## src/rtl/hsb_pkg.sv

```systemverilog
package hsb_pkg;
  // Decoded handshake events for one clock edge
  typedef struct packed {
    logic capture;  // store shift register into capture buffer
    logic load;     // move next reply byte into shift register
    logic last;     // the load is the final reply byte
    logic finish;   // in-progress went inactive
    logic sync;     // idle acknowledge toggle
  } hs_evt_t;
endpackage

```

## src/rtl/hsb_ram.sv

```systemverilog
module hsb_ram #(
  parameter int W       = 8,
  parameter int DEPTH   = 16,
  parameter bit SYNC_RD = 1'b1,
  localparam int AW     = (DEPTH > 1) ? $clog2(DEPTH) : 1
) (
  input  logic          clk,
  input  logic          wr_en,
  input  logic [AW-1:0] wr_addr,
  input  logic [W-1:0]  wr_data,
  input  logic [AW-1:0] rd_addr,
  output logic [W-1:0]  rd_data
);
  logic [W-1:0] mem [DEPTH];

  always_ff @(posedge clk) begin
    if (wr_en) mem[wr_addr] <= wr_data;
  end

  generate
    if (SYNC_RD) begin : g_sync
      always_ff @(posedge clk) rd_data <= mem[rd_addr];
    end else begin : g_async
      assign rd_data = mem[rd_addr];
    end
  endgenerate
endmodule

```

## src/rtl/hsb_irq_delay.sv

```systemverilog
module hsb_irq_delay #(
  parameter int DELAY_CYC = 30000,
  localparam int DLY_W    = $clog2(DELAY_CYC + 1)
) (
  input  logic clk,
  input  logic rst,
  input  logic req,
  input  logic imm,
  input  logic clr,
  output logic flag
);
  logic             pend;
  logic [DLY_W-1:0] cnt;
  logic             fire;

  assign fire = pend && (cnt == DLY_W'(1)) && !req;

  always_ff @(posedge clk) begin
    if (rst) begin
      pend <= 1'b0;
      cnt  <= '0;
      flag <= 1'b0;
    end else begin
      if (req) begin
        pend <= !imm;
        cnt  <= DLY_W'(DELAY_CYC);
      end else if (pend) begin
        if (cnt == DLY_W'(1)) pend <= 1'b0;
        else                  cnt  <= cnt - 1'b1;
      end
      if ((req && imm) || fire) flag <= 1'b1;
      else if (clr)             flag <= 1'b0;
    end
  end

  AST_IMM_FIRE: assert property (@(posedge clk) disable iff (rst)
    req && imm |=> flag);
  AST_RD_CLEARS: assert property (@(posedge clk) disable iff (rst)
    clr && !req && !pend |=> !flag);
  AST_NO_EARLY: assert property (@(posedge clk) disable iff (rst)
    req && !imm && !flag && !clr && (DELAY_CYC > 1) |=> !flag);
endmodule

```

## src/rtl/hsb_link_ctrl.sv

```systemverilog
module hsb_link_ctrl
  import hsb_pkg::*;
(
  input  logic    clk,
  input  logic    rst,
  input  logic    inprog_n,
  input  logic    ack_n,
  input  logic    dir_send,
  input  logic    cap_room,
  input  logic    rep_more,
  input  logic    rep_last,
  output hs_evt_t evt,
  output logic    irq_req
);
  logic prv_ip_n, prv_ack_n;
  logic chg, active;

  always_ff @(posedge clk) begin
    if (rst) begin
      prv_ip_n  <= 1'b1;
      prv_ack_n <= 1'b1;
    end else begin
      prv_ip_n  <= inprog_n;
      prv_ack_n <= ack_n;
    end
  end

  assign chg    = (inprog_n != prv_ip_n) || (ack_n != prv_ack_n);
  assign active = !inprog_n;

  always_comb begin
    evt         = '0;
    evt.capture = active && dir_send && chg && cap_room;
    evt.load    = active && !dir_send && chg && rep_more;
    evt.last    = evt.load && rep_last;
    evt.finish  = !active && !prv_ip_n;
    evt.sync    = !active && prv_ip_n && (ack_n != prv_ack_n);
  end

  assign irq_req = evt.capture | evt.load | evt.finish | evt.sync;

  AST_EVT_EXCL: assert property (@(posedge clk) disable iff (rst)
    $onehot0({evt.capture, evt.load, evt.finish, evt.sync}));
endmodule

```

## src/rtl/hsb_shifter.sv

```systemverilog
module hsb_shifter
  import hsb_pkg::*;
#(
  parameter int CAP_DEPTH  = 16,
  parameter int REP_DEPTH  = 16,
  parameter int DELAY_CYC  = 30000,
  localparam int CAP_AW    = (CAP_DEPTH > 1) ? $clog2(CAP_DEPTH) : 1,
  localparam int REP_AW    = (REP_DEPTH > 1) ? $clog2(REP_DEPTH) : 1,
  localparam int CAP_CNT_W = $clog2(CAP_DEPTH + 1),
  localparam int REP_CNT_W = $clog2(REP_DEPTH + 1)
) (
  input  logic                 clk,
  input  logic                 rst,
  input  logic                 inprog_n,
  input  logic                 ack_n,
  input  logic                 dir_send,
  input  logic [7:0]           ddrb,
  input  logic                 sr_wr,
  input  logic [7:0]           sr_wr_data,
  input  logic                 sr_rd,
  output logic [7:0]           sr_q,
  output logic                 req_n,
  output logic                 irq,
  output logic                 pkt_valid,
  output logic [CAP_CNT_W-1:0] pkt_len,
  input  logic [CAP_AW-1:0]    cap_rd_addr,
  output logic [7:0]           cap_rd_data,
  input  logic                 rep_wr,
  input  logic [REP_AW-1:0]    rep_wr_addr,
  input  logic [7:0]           rep_wr_data,
  input  logic                 rep_commit,
  input  logic [REP_CNT_W-1:0] rep_commit_len
);
  hs_evt_t               evt;
  logic                  irq_evt;
  logic [CAP_CNT_W-1:0]  cap_cnt;
  logic [REP_CNT_W-1:0]  rep_idx, rep_len;
  logic                  cap_room, rep_more, rep_last;
  logic [7:0]            rep_rd_data;

  assign cap_room = cap_cnt < CAP_CNT_W'(CAP_DEPTH);
  assign rep_more = rep_idx < rep_len;
  assign rep_last = (rep_idx + REP_CNT_W'(1)) >= rep_len;

  hsb_link_ctrl u_ctrl (
    .clk      (clk),
    .rst      (rst),
    .inprog_n (inprog_n),
    .ack_n    (ack_n),
    .dir_send (dir_send),
    .cap_room (cap_room),
    .rep_more (rep_more),
    .rep_last (rep_last),
    .evt      (evt),
    .irq_req  (irq_evt)
  );

  // Capture buffer: synchronous read, block-RAM friendly
  hsb_ram #(.W(8), .DEPTH(CAP_DEPTH), .SYNC_RD(1'b1)) u_cap_ram (
    .clk     (clk),
    .wr_en   (evt.capture),
    .wr_addr (cap_cnt[CAP_AW-1:0]),
    .wr_data (sr_q),
    .rd_addr (cap_rd_addr),
    .rd_data (cap_rd_data)
  );

  // Reply buffer: asynchronous read so a byte moves on the handshake edge
  hsb_ram #(.W(8), .DEPTH(REP_DEPTH), .SYNC_RD(1'b0)) u_rep_ram (
    .clk     (clk),
    .wr_en   (rep_wr),
    .wr_addr (rep_wr_addr),
    .wr_data (rep_wr_data),
    .rd_addr (rep_idx[REP_AW-1:0]),
    .rd_data (rep_rd_data)
  );

  hsb_irq_delay #(.DELAY_CYC(DELAY_CYC)) u_dly (
    .clk  (clk),
    .rst  (rst),
    .req  (irq_evt | rep_commit),
    .imm  (ddrb == 8'hFF),
    .clr  (sr_rd),
    .flag (irq)
  );

  always_ff @(posedge clk) begin
    if (rst) begin
      sr_q      <= '0;
      cap_cnt   <= '0;
      rep_idx   <= '0;
      rep_len   <= '0;
      req_n     <= 1'b1;
      pkt_valid <= 1'b0;
      pkt_len   <= '0;
    end else begin
      // shift register: a reply load wins over a host write
      if (evt.load)   sr_q <= rep_rd_data;
      else if (sr_wr) sr_q <= sr_wr_data;

      // capture count and packet report
      pkt_valid <= evt.finish && (cap_cnt != '0);
      if (evt.finish) begin
        pkt_len <= cap_cnt;
        cap_cnt <= '0;
      end else if (evt.capture) begin
        cap_cnt <= cap_cnt + 1'b1;
      end

      // reply index and length
      if (rep_commit) begin
        rep_idx <= '0;
        rep_len <= rep_commit_len;
      end else if (evt.load) begin
        rep_idx <= rep_idx + 1'b1;
      end

      // request line
      if (evt.last || evt.sync)      req_n <= 1'b1;
      else if (evt.finish && rep_more) req_n <= 1'b0;
    end
  end

  AST_CAP_BOUND: assert property (@(posedge clk) disable iff (rst)
    cap_cnt <= CAP_CNT_W'(CAP_DEPTH));
  AST_PKT_RESTART: assert property (@(posedge clk) disable iff (rst)
    pkt_valid |-> (pkt_len != '0) && (cap_cnt == '0));
  AST_REP_BOUND: assert property (@(posedge clk) disable iff (rst)
    rep_idx <= rep_len);
  AST_LAST_REQ: assert property (@(posedge clk) disable iff (rst)
    evt.last |=> req_n);
  AST_SYNC_REQ: assert property (@(posedge clk) disable iff (rst)
    evt.sync |=> req_n);
  AST_COMMIT_LEN: assert property (@(posedge clk) disable iff (rst)
    rep_commit |-> rep_commit_len <= REP_CNT_W'(REP_DEPTH));
endmodule

```

## config.mk

```make
export PLATFORM = sky130hd
export DESIGN_NAME = hsb_shifter
export DESIGN_NICKNAME = d
export VERILOG_FILES = /design/src/rtl/hsb_pkg.sv /design/src/rtl/hsb_ram.sv /design/src/rtl/hsb_irq_delay.sv /design/src/rtl/hsb_link_ctrl.sv /design/src/rtl/hsb_shifter.sv
export SDC_FILE = /design/constraint.sdc
export NUM_CORES = 1
export LEC_CHECK = 0
export BUFFER_PORTS_ARGS = -buffer_cell sky130_fd_sc_hd__buf_2
export CORE_AREA = 2 2 154 156
export DETAILED_ROUTE_END_ITERATION = 6
export DIE_AREA = 0 0 156 158
export GPL_TIMING_DRIVEN = 0
export MAX_ROUTING_LAYER = met4
export PLACE_DENSITY = 0.82
export SYNTH_ARGS = -nofsm -noshare
export SYNTH_HDL_FRONTEND = slang
export SYNTH_SLANG_ARGS = --single-unit
```

## constraint.sdc

```tcl
create_clock -name clk -period 2.5 [get_ports clk]
set_clock_uncertainty 0.1 [all_clocks]
set_input_delay 0.25 -clock clk [delete_from_list [all_inputs] [get_ports clk]]
set_output_delay 0.25 -clock clk [all_outputs]
set_load 0.005 [all_outputs]
```

-- Word level (Yosys, flattened, before mapping)
Memories as Yosys holds them, arrays and structs flattened. A register that Yosys moved wholly into a read port is not among the register bits.
Cells that the tools add are included.
- reduce and logical (&&, ||, !) cells: 33
- add/subtract/negate cells: 3
- bitwise gates (word level): 5
- $lt $le $gt $ge: 3
- multiplexer cells: 16
- equal/unequal tests: 5
- operator list (operator ; count):
    $mux W15 ; 3
    $mux W8 ; 2
    $eq A15 B1 Y1 const B ; 1
    $logic_and A1 B1 Y1 ; 15
    $sub A15 B1 Y15 const B ; 1
    $add A5 B1 Y5 const B ; 2
    $mux W1 ; 9
    $eq A8 B8 Y1 const B ; 1
    $mux W4 ; 2
    $reduce_or A2 Y1 ; 4
    $reduce_bool A2 Y1 ; 3
    $ge A5 B5 Y1 ; 1
    $logic_not A1 Y1 ; 5
    $lt A5 B5 Y1 ; 1
    $lt A5 B5 Y1 const B ; 1
    $reduce_bool A5 Y1 ; 1
    $or A1 B1 Y1 ; 4
    $reduce_and A2 Y1 ; 2
    $logic_or A1 B1 Y1 ; 3
    $ne A1 B1 Y1 ; 2
    $ne A2 B1 Y1 const B ; 1
    $not A1 Y1 ; 1
- RAM bits: 256
- input port bits: 46
- memories: 2
- register bits after elaboration: 49
- output and inout bits: 24
- memories (memory ; words ; bits a word ; rd ports ; clocked after Yosys merged registers in ; wr ports ; line ; RTL):
    u_cap_ram.mem ; 16 ; 8 ; 1 ; 1 ; 1 ; hsb_ram.sv:14 ; logic [W-1:0] mem [DEPTH];
    u_rep_ram.mem ; 16 ; 8 ; 1 ; 1 ; 1 ; hsb_ram.sv:14 ;

-- Longest topological paths before layout
- depth after elaboration: 12
- depth in mapped cells: 8

-- Modules after synthesis
From an unflattened synthesis, not the netlist that was laid out.
- cells, all modules: 739
- area total of the unflattened synthesis: 12719.7 um^2
- modules (own cells, without submodules) (module ; area each (um^2) ; times used ; sequential area each (um^2) ; cells each):
    hsb_ram at u_cap_ram ; 5147.4 ; 1 ; 4003.8 ; 229
    hsb_ram at u_rep_ram ; 4987.3 ; 1 ; 3843.7 ; 221
    hsb_shifter ; 1483.9 ; 1 ; 600.6 ; 164
    hsb_irq_delay ; 944.7 ; 1 ; 340.3 ; 110
    hsb_link_ctrl ; 156.4 ; 1 ; 40.0 ; 15

-- Least setup slack after synthesis
Ideal clock, no wire load.
- kind: register to register
- from: register u_ctrl.prv_ip_n
- to: memory u_cap_ram.mem[3][0], enable pin
- path buffers: 0
- stages on the path, launching flop included: 6
- slack: 0.010 ns
- library setup time: 0.383 ns
- clock period less this slack: 2.490 ns
- arrival time: 2.007 ns
- data required time: 2.017 ns
- cells stage by stage: dfxtp_1 -> inv_1 -> ha_1 -> a2111oi_4 -> nand2_1 -> nor3_1
- word-level cells in the longest chain between the ends: 6
- RTL lines (element ; line ; RTL):
    from (decl) ; hsb_link_ctrl.sv:15 ; logic prv_ip_n, prv_ack_n;
    from (signal assigned) ; hsb_link_ctrl.sv:23 ; prv_ip_n <= inprog_n;
    $ne A1 B1 Y1 ; hsb_link_ctrl.sv:28 ; assign chg = (inprog_n != prv_ip_n) || (ack_n != prv_ack_n);
    $logic_or A1 B1 Y1 ; hsb_link_ctrl.sv:28 ;
    $logic_and A1 B1 Y1 (2 in series) ; hsb_link_ctrl.sv:33 ; evt.capture = active && dir_send && chg && cap_room;
    $mux W1 ; hsb_ram.sv:17 ; if (wr_en) mem[wr_addr] <= wr_data;
    $mux W1 (not written as such) ; hsb_ram.sv:17 ;
    to (decl) ; hsb_ram.sv:14 ;
No other way between the ends.

-- Worst setup path after layout
- from: input inprog_n
- to: memory u_cap_ram.mem[9][0], enable pin
- word-level cells in the longest chain between the ends: 6
- RTL lines (element ; line ; RTL):
    from (decl) ; hsb_shifter.sv:14 ; input logic inprog_n,
    $ne A1 B1 Y1 or $logic_not A1 Y1 (tied branches) ; hsb_link_ctrl.sv:28, hsb_link_ctrl.sv:29 ;
    $logic_or A1 B1 Y1 or $logic_and A1 B1 Y1 (tied branches) ; hsb_link_ctrl.sv:28, hsb_link_ctrl.sv:33 ;
    $logic_and A1 B1 Y1 * (2 in series) ; hsb_link_ctrl.sv:33 ;
    $mux W1 * ; hsb_ram.sv:17 ;
    $mux W1 (not written as such) * ; hsb_ram.sv:17 ;
Mark *: on every way between the ends. The rest lies on a longest branch, timed or not.

==> qor.yml <==
status: "finished, final reports clean"
synthArstFlopShare_pct: 0
met2_usage_pct: 36.7
relSlewSlack_pct: 14.8
io_buffers: 63
synth-main-ff-cell: "edfxtp_1"
cts-root-buf: "clkbuf_16"
synth.avg_cell_area_sq_um: 17.9
synth.distinct_cells: 49
max_freq_mhz: 402
final-setup-viol-count: 0
synth_area_sq_mm: 0.0125
coreArea_sq_mm: 0.0231
clock_path_buffers: 3
register_area_sq_mm: 0.00891
endpoint: "u_cap_ram.mem[9][0]"
powerDensity_mw_per_mm2: 748
fin_cells: 1133
num_antenna_cells: 0
via_count: 6727
h-tree-depth: 1
use_met3_pct: 3.91
cts.clk_slew.worst_paths_ns: 0.06
synth_area_leaders: "edfxtp_1 62%, mux4_2 13%, dfxtp_1 9.8%"
grt_max_degree: 19
start_util_pct: 54.2
min-delay-start: "rep_wr_data[0]"
die-area_sq_mm: 0.0246
vias_per_cell: 5.94
first_global_vias: 6903
crit_start: "inprog_n"
synth_edf_count: 256
worstSetupPathType: "in -> reg"
worst_pin_slew_ns: 1.27
crit_arrival_ns: 2.57
route.detailed.drc: 0
grt_pass1_wl_um: 39900
ios: 70
p_total_w: 0.0109
worstSkewPairLatency_ns: 0.56
finalHoldViolCount: 0
rows: 56
cap_violations: 0
gp_congestion: 0.840
ir_drop_mv: 0.621
required_ns: 2.58
synthTopCellsByCount: "256 x edfxtp_1, 72 x mux4_2, 61 x dfxtp_1, 54 x nor2_1, 22 x nor3_1"
synthXorXnorAreaFrac_pct: 1.26
yosysTopAreaCell: "edfxtp_1"
die_w_um: 156
drv_slew: 0
wl_per_cell_um: 23.1
track_usage_pct: 22.5
ys_seq_area_share_pct: 71.3
yosys-mux-area-fraction_pct: 14.5
areaGrowthSynthToFinish_pct: 16.7
ant_nets: 0
drt_wl_total_um: 26100
grt_overflow: 0
grtUsageMet1_pct: 29.1
syn_inst: 700
r2r_slack_ns: 0.06
critPathCaptureType: "flop"
rsz0062_at_grt: "true"
ys_warn_count: 0
cts_buffers: 30
fin_crit_sh_pct: 99.6
post-place-cells: 1053
fillers: 1567
firstDrtPassIters: 5
reg2reg_from: "u_ctrl.prv_ip_n"
clock_sinks: 317
gr-max-usage-layer: "met2"
synth_compound_area_share_pct: 3.65
multi_input_area_sq_mm: 0.00350
yosysMostFrequentCell: "edfxtp_1"
hold_class: "in -> reg"
antenna_found_initial: 0
whs_ns: 0.0161
cellLeakagePower_nw: 4.86
cts_tree: "yes"
die_h_um: 158
synth_simple_gate_area_share_pct: 5.74
crit_fanout: 8
ys_ff_latch: 317
synth_top_family_by_area: "multiplexers"
start_kind: "primary input"
hpwl_um: 16600
synth_fp_nets: 765
drive_above_1_share_pct: 27.8
drtIter0Drc: 570
reg2regPathDepth: 6
post-route-min-period_ns: 2.49
yosysTopAreaCellShare_pct: 61.5
finalNetCount: 885
synthAdderAreaFrac_pct: 1.90
timing.rr.end: "u_cap_ram.mem[9][0]"
[through the flow]
stage	utilization, %	setup TNS, ns	area, sq um	setup slack (ns)
floorplan	-	0	12500	0.00998
global placement	57.2	-48.50	13200	-0.744
detailed placement	57.2	-53.61	13200	-0.866
CTS	62.8	0	14500	0.0534
global route	63.2	-2.27	14600	-0.0900
finish	63.2	0	14600	0.0103
[layout make-up]
cell class	instances	area share (%)
flip-flops and latches	317	61.1
repair buffers	89	4.34
inverters	17	0.438
clock buffers	37	5.54
clock inverters	18	1.04
well taps	290	2.49
plain buffers	33	1.02
multi-input cells	332	24.0
[flip-flops by register name, indices dropped and copies added, names as in the netlist, named ones only]
name	count
cap_cnt	5
u_ctrl.prv_ack_n	1
rep_len	5
pkt_len	5
u_rep_ram.mem	128
u_dly.cnt	15
req_n	1
u_cap_ram.mem	128
sr_q	8
pkt_valid	1
u_dly.flag	1
u_cap_ram.rd_data	8
u_ctrl.prv_ip_n	1
u_dly.pend	1
rep_idx	5
[critical path, cell delays in order]
cell	delay [ns]
dlygate4sd3_1	0.53
buf_2	0.16
ha_1	0.35
a2111oi_4	0.34
buf_4	0.20
nand2_1	0.24
nor2_2	0.49
[layout by cell type, fill, tap and decap left out, types with 6 or more instances in the layout]
cell type and instances:
nor2_1 42, inv_1 17, nor3_1 18, dlygate4sd3_1 14, a22oi_1 16, clkinv_2 6, buf_2 68, nor2_4 8
buf_1 7, clkbuf_1 20, buf_12 7, dfxtp_1 61, ha_1 19, xnor2_1 15, edfxtp_1 256, mux4_2 72
mux2i_1 19, a21oi_1 17, clkbuf_16 31, buf_4 6, nand2_1 17, a211oi_1 11
[power breakdown]
part           switching [W]  internal (W)  leakage, nW
Clock                0.00190       0.00250        0.466
Sequential          0.000102       0.00583         2.83
Combinational       0.000311      0.000270         1.56
Total                0.00231       0.00860         4.86
[timing repair]
item | 4_1_cts | 5_1_grt
gates resized for setup | 28 | 10
hold buffers | 14 | 0
hold endpoints to repair | 18 | 0
setup endpoints to repair | 130 | 80
pin swaps | 4 | 3
setup buffers | 6 | 6
[how the worst min path moves through the flow]
stage,end,depth (start not counted),slack [ns]
after floorplan,u_rep_ram.mem[0][0],0,0.25
after global placement,rep_len[2],2,0.37
after detailed placement,req_n,1,0.36
after CTS,u_rep_ram.mem[1][6],1,0.003
final,u_rep_ram.mem[7][0],1,0.02
after global routing,u_rep_ram.mem[1][6],1,0.01
[kinds of logic (layout without fill, tap and decap cells)]
family / after synthesis / after routing
flip-flops: 317 / 317
AND/OR/NAND/NOR: 141 / 141
buffers and inverters: 51 / 194
XOR/XNOR: 18 / 18
AO/OA/AOI/OAI: 63 / 63
adder cells (fa/ha/maj): 19 / 19
multiplexers: 91 / 91
[metal layers]
layer | wire (um) | vias to the layer above
li1 | - | 3017
met1 | 10300 | 3375
met2 | 13000 | 285
met3 | 1960 | 50
met4 | 817 | 0
met5 | 0 | -
(Power assumes the default switching activity.)
